File: config.mk
export PLATFORM = sky130hd
export DESIGN_NAME = shadow_cfg_reload
export DESIGN_NICKNAME = d
export VERILOG_FILES = /design/src/rtl/shcfg_pkg.sv /design/src/rtl/shcfg_reload_ctrl.sv /design/src/rtl/shcfg_bank.sv /design/src/rtl/shcfg_irq_unit.sv /design/src/rtl/shadow_cfg_reload.sv
export SDC_FILE = /design/constraint.sdc
export NUM_CORES = 1
export LEC_CHECK = 0
export ABC_AREA = 1
export CAP_MARGIN = 5
export CORE_ASPECT_RATIO = 1.25
export CORE_MARGIN = 2
export CORE_UTILIZATION = 40
export CTS_BUF_LIST = sky130_fd_sc_hd__clkbuf_4 sky130_fd_sc_hd__clkbuf_8
export CTS_CLUSTER_SIZE = 12
export DETAILED_ROUTE_END_ITERATION = 10
export DONT_BUFFER_PORTS = 1
export HOLD_SLACK_MARGIN = 0.08
export PLACE_DENSITY = 0.62
export SLEW_MARGIN = 20
export SYNTH_ARGS = -nofsm -noshare
export SYNTH_HDL_FRONTEND = slang
export SYNTH_SLANG_ARGS = --single-unit
export TNS_END_PERCENT = 1
File: constraint.sdc
create_clock -name clk -period 1.3 [get_ports clk]
set_input_delay 0.13 -clock clk [delete_from_list [all_inputs] [get_ports clk]]
set_output_delay 0.13 -clock clk [all_outputs]
set_load 0.005 [all_outputs]
File: src/rtl/shcfg_pkg.sv
package shcfg_pkg;
  // interrupt source bit positions (shared by enable, status and clear)
  localparam int unsigned NSRC     = 4;
  localparam int unsigned SRC_LINE = 0;
  localparam int unsigned SRC_URUN = 1;
  localparam int unsigned SRC_XERR = 2;
  localparam int unsigned SRC_RLD  = 3;

  // reload request bits
  localparam int unsigned RLD_NOW = 0;
  localparam int unsigned RLD_VBL = 1;

  // control word addresses
  localparam int unsigned A_RELOAD = 0;
  localparam int unsigned A_IEN    = 1;
  localparam int unsigned A_ISTAT  = 2;
  localparam int unsigned A_ICLR   = 3;
  localparam int unsigned A_CFG0   = 4;
endpackage

File: src/rtl/shcfg_reload_ctrl.sv
module shcfg_reload_ctrl
  import shcfg_pkg::*;
(
  input  logic       clk,
  input  logic       rst_n,
  input  logic [1:0] req_set_i,
  input  logic       vblank_i,
  output logic [1:0] req_o,
  output logic       apply_o
);
  logic [1:0] req_q;

  // immediate request has priority; blanking request waits for vblank
  assign apply_o = req_q[RLD_NOW] | (req_q[RLD_VBL] & vblank_i);
  assign req_o   = req_q;

  always_ff @(posedge clk or negedge rst_n) begin
    if (!rst_n) req_q <= '0;
    else        req_q <= (apply_o ? 2'b00 : req_q) | req_set_i;
  end


  imm_req_clears_chk: assert property (@(posedge clk) disable iff (!rst_n)
    (req_q[RLD_NOW] && !req_set_i[RLD_NOW]) |=> !req_q[RLD_NOW]);


  vbl_req_holds_chk: assert property (@(posedge clk) disable iff (!rst_n)
    (req_q[RLD_VBL] && !req_q[RLD_NOW] && !vblank_i) |=> req_q[RLD_VBL]);
endmodule

File: src/rtl/shcfg_bank.sv
module shcfg_bank #(
  parameter int unsigned DW   = 32,
  parameter int unsigned NREG = 4
) (
  input  logic               clk,
  input  logic               rst_n,
  input  logic [NREG-1:0]    we_i,
  input  logic [DW-1:0]      wdata_i,
  input  logic               apply_i,
  output logic [NREG*DW-1:0] pend_o,
  output logic [NREG*DW-1:0] act_o
);
  for (genvar g = 0; g < NREG; g++) begin : g_word
    logic [DW-1:0] pend_q, act_q;

    always_ff @(posedge clk or negedge rst_n) begin
      if (!rst_n)      pend_q <= '0;
      else if (we_i[g]) pend_q <= wdata_i;
    end

    always_ff @(posedge clk or negedge rst_n) begin
      if (!rst_n)       act_q <= '0;
      else if (apply_i) act_q <= pend_q;
    end

    assign pend_o[g*DW +: DW] = pend_q;
    assign act_o[g*DW +: DW]  = act_q;
  end


  act_hold_chk: assert property (@(posedge clk) disable iff (!rst_n)
    !apply_i |=> $stable(act_o));
endmodule

File: src/rtl/shcfg_irq_unit.sv
module shcfg_irq_unit #(
  parameter int unsigned NS = 4
) (
  input  logic          clk,
  input  logic          rst_n,
  input  logic [NS-1:0] ev_i,
  input  logic          en_we_i,
  input  logic          clr_we_i,
  input  logic [NS-1:0] wdata_i,
  output logic [NS-1:0] en_o,
  output logic [NS-1:0] stat_o,
  output logic          irq_o
);
  logic [NS-1:0] en_q, stat_q, clr_mask;

  assign clr_mask = clr_we_i ? wdata_i : '0;

  always_ff @(posedge clk or negedge rst_n) begin
    if (!rst_n)       en_q <= '0;
    else if (en_we_i) en_q <= wdata_i;
  end

  // events take precedence over a simultaneous clear
  always_ff @(posedge clk or negedge rst_n) begin
    if (!rst_n) stat_q <= '0;
    else        stat_q <= (stat_q & ~clr_mask) | ev_i;
  end

  assign en_o   = en_q;
  assign stat_o = stat_q;
  assign irq_o  = |(stat_q & en_q);


  evt_latched_chk: assert property (@(posedge clk) disable iff (!rst_n)
    (|ev_i) |=> ((stat_q & $past(ev_i)) == $past(ev_i)));


  clear_works_chk: assert property (@(posedge clk) disable iff (!rst_n)
    (clr_we_i && ((wdata_i & ev_i) == '0)) |=> ((stat_q & $past(wdata_i)) == '0));
endmodule

File: src/rtl/shadow_cfg_reload.sv
module shadow_cfg_reload
  import shcfg_pkg::*;
#(
  parameter int unsigned DW   = 32,
  parameter int unsigned NREG = 4,
  parameter int unsigned AW   = 4
) (
  input  logic               clk,
  input  logic               rst_n,
  input  logic               wr_en_i,
  input  logic [AW-1:0]      wr_addr_i,
  input  logic [DW-1:0]      wr_data_i,
  input  logic [AW-1:0]      rd_addr_i,
  output logic [DW-1:0]      rd_data_o,
  input  logic               vblank_i,
  input  logic               line_evt_i,
  input  logic               fifo_urun_i,
  input  logic               xfer_err_i,
  output logic               irq_o,
  output logic [NREG*DW-1:0] act_cfg_o
);
  localparam int unsigned ACT0 = A_CFG0 + NREG;

  logic            wr_rld, wr_ien, wr_iclr;
  logic [1:0]      req_set, req_q;
  logic            apply;
  logic [NREG-1:0] cfg_we;
  logic [NSRC-1:0] ev, en_q, stat_q;
  logic [NREG*DW-1:0] pend_w, act_w;

  assign wr_rld  = wr_en_i && (wr_addr_i == AW'(A_RELOAD));
  assign wr_ien  = wr_en_i && (wr_addr_i == AW'(A_IEN));
  assign wr_iclr = wr_en_i && (wr_addr_i == AW'(A_ICLR));
  assign req_set = wr_rld ? wr_data_i[1:0] : 2'b00;

  for (genvar g = 0; g < NREG; g++) begin : g_we
    assign cfg_we[g] = wr_en_i && (wr_addr_i == AW'(A_CFG0 + g));
  end

  always_comb begin
    ev           = '0;
    ev[SRC_LINE] = line_evt_i;
    ev[SRC_URUN] = fifo_urun_i;
    ev[SRC_XERR] = xfer_err_i;
    ev[SRC_RLD]  = apply;
  end

  shcfg_reload_ctrl u_ctrl (
    .clk(clk), .rst_n(rst_n), .req_set_i(req_set), .vblank_i(vblank_i),
    .req_o(req_q), .apply_o(apply)
  );

  shcfg_bank #(.DW(DW), .NREG(NREG)) u_bank (
    .clk(clk), .rst_n(rst_n), .we_i(cfg_we), .wdata_i(wr_data_i),
    .apply_i(apply), .pend_o(pend_w), .act_o(act_w)
  );

  shcfg_irq_unit #(.NS(NSRC)) u_irq (
    .clk(clk), .rst_n(rst_n), .ev_i(ev), .en_we_i(wr_ien), .clr_we_i(wr_iclr),
    .wdata_i(wr_data_i[NSRC-1:0]), .en_o(en_q), .stat_o(stat_q), .irq_o(irq_o)
  );

  assign act_cfg_o = act_w;

  always_comb begin
    rd_data_o = '0;
    if (rd_addr_i == AW'(A_RELOAD)) rd_data_o[1:0] = req_q;
    if (rd_addr_i == AW'(A_IEN))    rd_data_o[NSRC-1:0] = en_q;
    if (rd_addr_i == AW'(A_ISTAT))  rd_data_o[NSRC-1:0] = stat_q;
    for (int i = 0; i < NREG; i++) begin
      if (rd_addr_i == AW'(A_CFG0 + i)) rd_data_o = pend_w[i*DW +: DW];
      if (rd_addr_i == AW'(ACT0 + i))   rd_data_o = act_w[i*DW +: DW];
    end
  end
endmodule

======== Word level (Yosys, flattened, before mapping) ========
Cells that the tools add are included.
storage, ports and cells
  output and inout bits ................... 161
  input bits .............................. 47
  bits in registers ....................... 266
operators by class
  bitwise gates (word level) .............. 7
  equality and inequality tests ........... 16
  reductions and logical operators ........ 10
  mux-type cells .......................... 14
operator list
  operator                                             count
  2-to-1 mux 32 bit                                    8
  equality test 4 x 3 -> 1 bit, second input constant  8
  equality test 4 bit, second input constant           4
  2-to-1 mux 4 bit                                     3
  bitwise AND 4 bit                                    2
  equality test 4 x 1 -> 1 bit, second input constant  2
  equality test 4 x 2 -> 1 bit, second input constant  2
  zero test 4 bit                                      2
  logical AND 1 bit                                    7
  2-to-1 mux 2 bit                                     3
  inverter 4 bit                                       1
  OR 4 bit                                             1
  OR reduction 4 bit                                   1
  OR 2 bit                                             1
  bitwise AND 1 bit                                    1
  OR 1 bit                                             1

======== Depth between registers and ports, before layout ========
  depth after elaboration ................. 12
  mapped depth ............................ 10

======== Cells and area by module ========
From an unflattened synthesis, not the netlist that was laid out.
unflattened totals
  cell total of the unflattened synthesis .. 1,598
  area total of the unflattened synthesis .. 12,413.2 µm²
modules (own cells, without submodules)
  module             instances  area an instance (µm²)  cells an instance
  shcfg_bank         1          9,834.4                 1,085
  shadow_cfg_reload  1          2,153.3                 458
  shcfg_irq_unit     1          344.1                   45
  shcfg_reload_ctrl  1          81.3                    10

======== Least setup slack after synthesis ========
Ideal clock, no wire load.
  kind .................................... reg2reg
  from .................................... reg u_ctrl.req_q[1] (netlist: u_ctrl.req_o[1])
  to ...................................... reg u_bank.g_word[2].act_q[13]
  path slack .............................. 7 ps
  cell stages (with the launch flop) ...... 8
  setup time .............................. 83 ps
  data arrival time ....................... 1,210 ps
  buffers on the path ..................... 2
  period minus slack after synthesis ...... 1,293 ps
  required time ........................... 1,217 ps
  cells stage by stage .................... dfrtp_1 -> nand2_1 -> inv_1 -> nor2_2 -> buf_2 -> clkbuf_1 -> nand2_1 -> o21ai_0
between the ends
  longest elaborated chain between the ends .. 2
ends and longest elaborated chain
  item                    line                     RTL
  start, declared         shcfg_reload_ctrl.sv:11  logic [1:0] req_q;
  start signal, assigned  shcfg_reload_ctrl.sv:19  else req_q <= (apply_o ? 2'b00 : req_q) | req_set_i;
  bitwise AND 1 bit       shcfg_reload_ctrl.sv:14  assign apply_o = req_q[RLD_NOW] | (req_q[RLD_VBL] & vblank_i);
  OR 1 bit                shcfg_reload_ctrl.sv:14
  end signal, assigned    shcfg_bank.sv:23         else if (apply_i) act_q <= pend_q;
  end, declared           shcfg_bank.sv:14         logic [DW-1:0] pend_q, act_q;
No other way between the ends.
A chain may end at the register's enable or synchronous reset.

======== Worst setup path after layout ========
  from .................................... reg u_ctrl.req_q[1] (netlist: u_ctrl.req_o[1])
  to ...................................... out rd_data_o[1]
between the ends
  longest elaborated chain between the ends .. 11
ends and longest elaborated chain
  item               line                     RTL
  2-to-1 mux 2 bit   shadow_cfg_reload.sv:67  if (rd_addr_i == AW'(A_RELOAD)) rd_data_o[1:0] = req_q;
  2-to-1 mux 4 bit   shadow_cfg_reload.sv:68  if (rd_addr_i == AW'(A_IEN)) rd_data_o[NSRC-1:0] = en_q;
  2-to-1 mux 4 bit   shadow_cfg_reload.sv:69  if (rd_addr_i == AW'(A_ISTAT)) rd_data_o[NSRC-1:0] = stat_q;
  2-to-1 mux 32 bit  shadow_cfg_reload.sv:71  if (rd_addr_i == AW'(A_CFG0 + i)) rd_data_o = pend_w[i*DW +: DW];
  2-to-1 mux 32 bit  shadow_cfg_reload.sv:72  if (rd_addr_i == AW'(ACT0 + i)) rd_data_o = act_w[i*DW +: DW];
  2-to-1 mux 32 bit  shadow_cfg_reload.sv:71
  2-to-1 mux 32 bit  shadow_cfg_reload.sv:72
  2-to-1 mux 32 bit  shadow_cfg_reload.sv:71
  2-to-1 mux 32 bit  shadow_cfg_reload.sv:72
  2-to-1 mux 32 bit  shadow_cfg_reload.sv:71
  2-to-1 mux 32 bit  shadow_cfg_reload.sv:72
  end, declared      shadow_cfg_reload.sv:14  output logic [DW-1:0] rd_data_o,
No other way between the ends.

==> reports/qor.csv <==
metric,value,unit
hp-class,input port to asynchronous set/reset pin,
status,"finished, violations left",
placed_cell_area,12700,µm²
crit_path_start_kind,register,
grt_max_degree,267,
rows,70,
cts_root_buf,clkbuf_8,
hpwl,23800,µm
required,1.17,ns
htree_levels,2,
numCtsBuffers,43,
ioPinCount,208,
setup_violations,74,
wl,36300,µm
synth_fp_nets,1491,
io_buffers,0,
drv_cap,0,
arrival,1.62,ns
track_usage,24.0,%
finalClockSkew,0.0321,ns
slew_headroom,38.8,%
hold_viol,266,
tightestPinTransition,0.918,ns
power.density,1820,nW/µm²
ys_ff_latch,266,
routedWlPerCell,18.6,µm
dieArea,30900,µm²
worst_slack,-0.451,ns
antenna_found_initial,1,
period_needed,1.75,ns
grt_pass1_vias,9952,
whs,-0.726,ns
die_h,196,µm
fin_nets,1575,
clkSinkCount,266,
cp-end-kind,primary output,
grt_pass1_wl,56900,µm
clock.fmax,571,MHz
synthCells,1444,
setup.worst_path.class,register to primary output,
nFillCells,2761,
synth.distinct_cells,27,
coreArea,29200,µm²
start_util,40.5,%
layout_common_cells,"nand2_1, dfrtp_1, o21ai_0",
peakVddDrop,1.11,mV
power.leakage,6.78,nW
max_stage_delay,0.39,ns
crit_path_top_delay_cell,dfrtp_1,
grt_overflow,0,
via_per_inst,5.10,
cts_tree,yes,
violations,"hold timing, setup timing",
area_delta_synth_final,20.8,%
rsz0062_at_grt,yes,
ant_nets,0,
drt_iter0_markers,707,
layout-drive-gt1-share,13.1,%
timing.final.crit_share,135,%
timing.final.max_slew_violations,0,
dr.pass1.iters,5,
vias,9949,
finalPower,26.0,mW
final_common_cell,nand2_1,
synth_area,11800,µm²
clock_latency,0.58,ns
gp_congestion,0.836,
yosysWarnings,0,
route.detailed.drc,0,
final_cell_area,14300,µm²
clk_pin_slew,0.06,ns
cp_max_fo,2,
die_w,158,µm
r2r_cells,7,
path_cells,buf_6 > nand3_2 > nand3_2 > nor2_2 > nand4_1 > nand2_1 > nand4_1,
syn_area_per_cell,8.17,µm²
seq_area_frac_synth,56.4,%
clockBufferDepth,3,
[cell type report]
| class | count | area [µm²] | area share (%) |
|---|---|---|---|
| Sequential cell | 266 | 6660 | 46.7 |
| Multi-Input combinational cell | 959 | 4380 | 30.7 |
| Timing Repair Buffer | 112 | 1310 | 9.16 |
| Clock buffer | 67 | 835 | 5.85 |
| Inverter | 146 | 553 | 3.88 |
| Tap cell | 396 | 495 | 3.47 |
| Clock inverter | 5 | 32.5 | 0.228 |
| Antenna cell | 1 | 2.50 | 0.0175 |
[worst paths after layout]
| kind | slack [ns] | startpoint | to |
|---|---|---|---|
| min reg2reg | 0.49 | u_bank.g_word[0].pend_q[3] | u_bank.g_word[0].pend_q[3] |
| max reg2reg | -0.05 | u_ctrl.req_o[1] | u_bank.g_word[2].act_q[12] |
| max | -0.45 | u_ctrl.req_o[1] | rd_data_o[1] |
| min | -0.73 | rst_n | u_bank.g_word[3].act_q[8] |
| min in group clk | 0.11 | wr_addr_i[3] | u_bank.g_word[0].pend_q[24] |
| max in group asynchronous | 1.24 | rst_n | u_bank.g_word[1].act_q[31] |
[synthesized netlist by cell type]
master | count | area, µm²
a21oi_1 | 47 | 235
buf_2 | 36 | 180
buf_4 | 9 | 67.6
clkbuf_1 | 28 | 105
dfrtp_1 | 266 | 6660
inv_1 | 132 | 495
inv_2 | 13 | 48.8
inv_4 | 1 | 6.26
mux2_2 | 3 | 33.8
nand2_1 | 519 | 1950
nand2_2 | 3 | 18.8
nand3_1 | 26 | 130
nand3_2 | 1 | 10.0
nand3_4 | 1 | 17.5
nand4_1 | 31 | 194
nand4_2 | 1 | 12.5
nor2_1 | 89 | 334
nor2_2 | 3 | 18.8
nor2_4 | 2 | 22.5
nor3_2 | 1 | 10.0
nor3_4 | 3 | 48.8
nor4_1 | 2 | 12.5
o2111ai_1 | 4 | 35.0
o211ai_1 | 12 | 90.1
o21ai_0 | 188 | 941
o21ai_1 | 10 | 50.1
o22ai_1 | 13 | 81.3
[metal layers]
metal | up-vias | part of all wire, % | global-route usage [%] | routed length (µm)
li1 | 4759 | - | - | -
met1 | 4752 | 39 | 29.2 | 14300
met2 | 353 | 48 | 40.0 | 17600
met3 | 85 | 8.4 | 6.60 | 3040
met4 | 0 | 3.9 | 9.73 | 1400
met5 | - | 0 | 0 | 0
[worst max-delay path: cells and delay by family, from the launching register on]
| family | cells | cell delay (ns) |
|---|---|---|
| simple gates | 6 | 0.54 |
| flops | 1 | 0.39 |
| buf+inv | 1 | 0.12 |
[kinds of logic after synthesis]
| family | after synthesis | share of synthesized area [%] |
|---|---|---|
| and+or+nand+nor | 682 | 23.5 |
| buffers and inverters | 219 | 7.65 |
| DFF | 266 | 56.4 |
| muxes | 3 | 0.286 |
| AOI/OAI and AO/OA | 274 | 12.1 |
[sequential cells by signal, indices dropped and copies added, names as in the netlist]
| register | flops |
|---|---|
| u_bank.g_word.act_q | 128 |
| u_irq.en_o | 4 |
| u_irq.stat_o | 4 |
| u_ctrl.req_o | 2 |
| u_bank.g_word.pend_q | 128 |
[timing repair]
item | in CTS | in global routing
pin swaps | 4 | 26
gates cloned | 0 | 0
endpoints found under the hold margin | 404 | 272
hold buffers | 46 | 2
endpoints found under the setup margin | 73 | 191
buffers inserted | 0 | 6
resized for setup | 12 | 40
[power by group]
| group | switching, mW | internal, mW |
|---|---|---|
| sequential | 2.88 | 11.1 |
| combinational | 2.70 | 1.96 |
| clock | 3.29 | 4.05 |
[per-stage QoR]
step / hold slack (ns) / worst slack (ns) / util (%) / std cells / TNS [ns]
2_1_floorplan: -0.166 / 0.00716 / - / 1444 / 0
5_1_grt: -0.757 / -0.543 / 48.9 / 1952 / -23.37
3_5_place_dp: -0.156 / -0.0794 / 43.7 / 1825 / -1.24
4_1_cts: -0.769 / -0.481 / 48.4 / 1943 / -15.00
3_3_place_gp: -0.157 / -0.0920 / 43.7 / 1825 / -0.761
6_report: -0.726 / -0.451 / 48.9 / 1952 / -11.51
(Power assumes the default switching activity.)
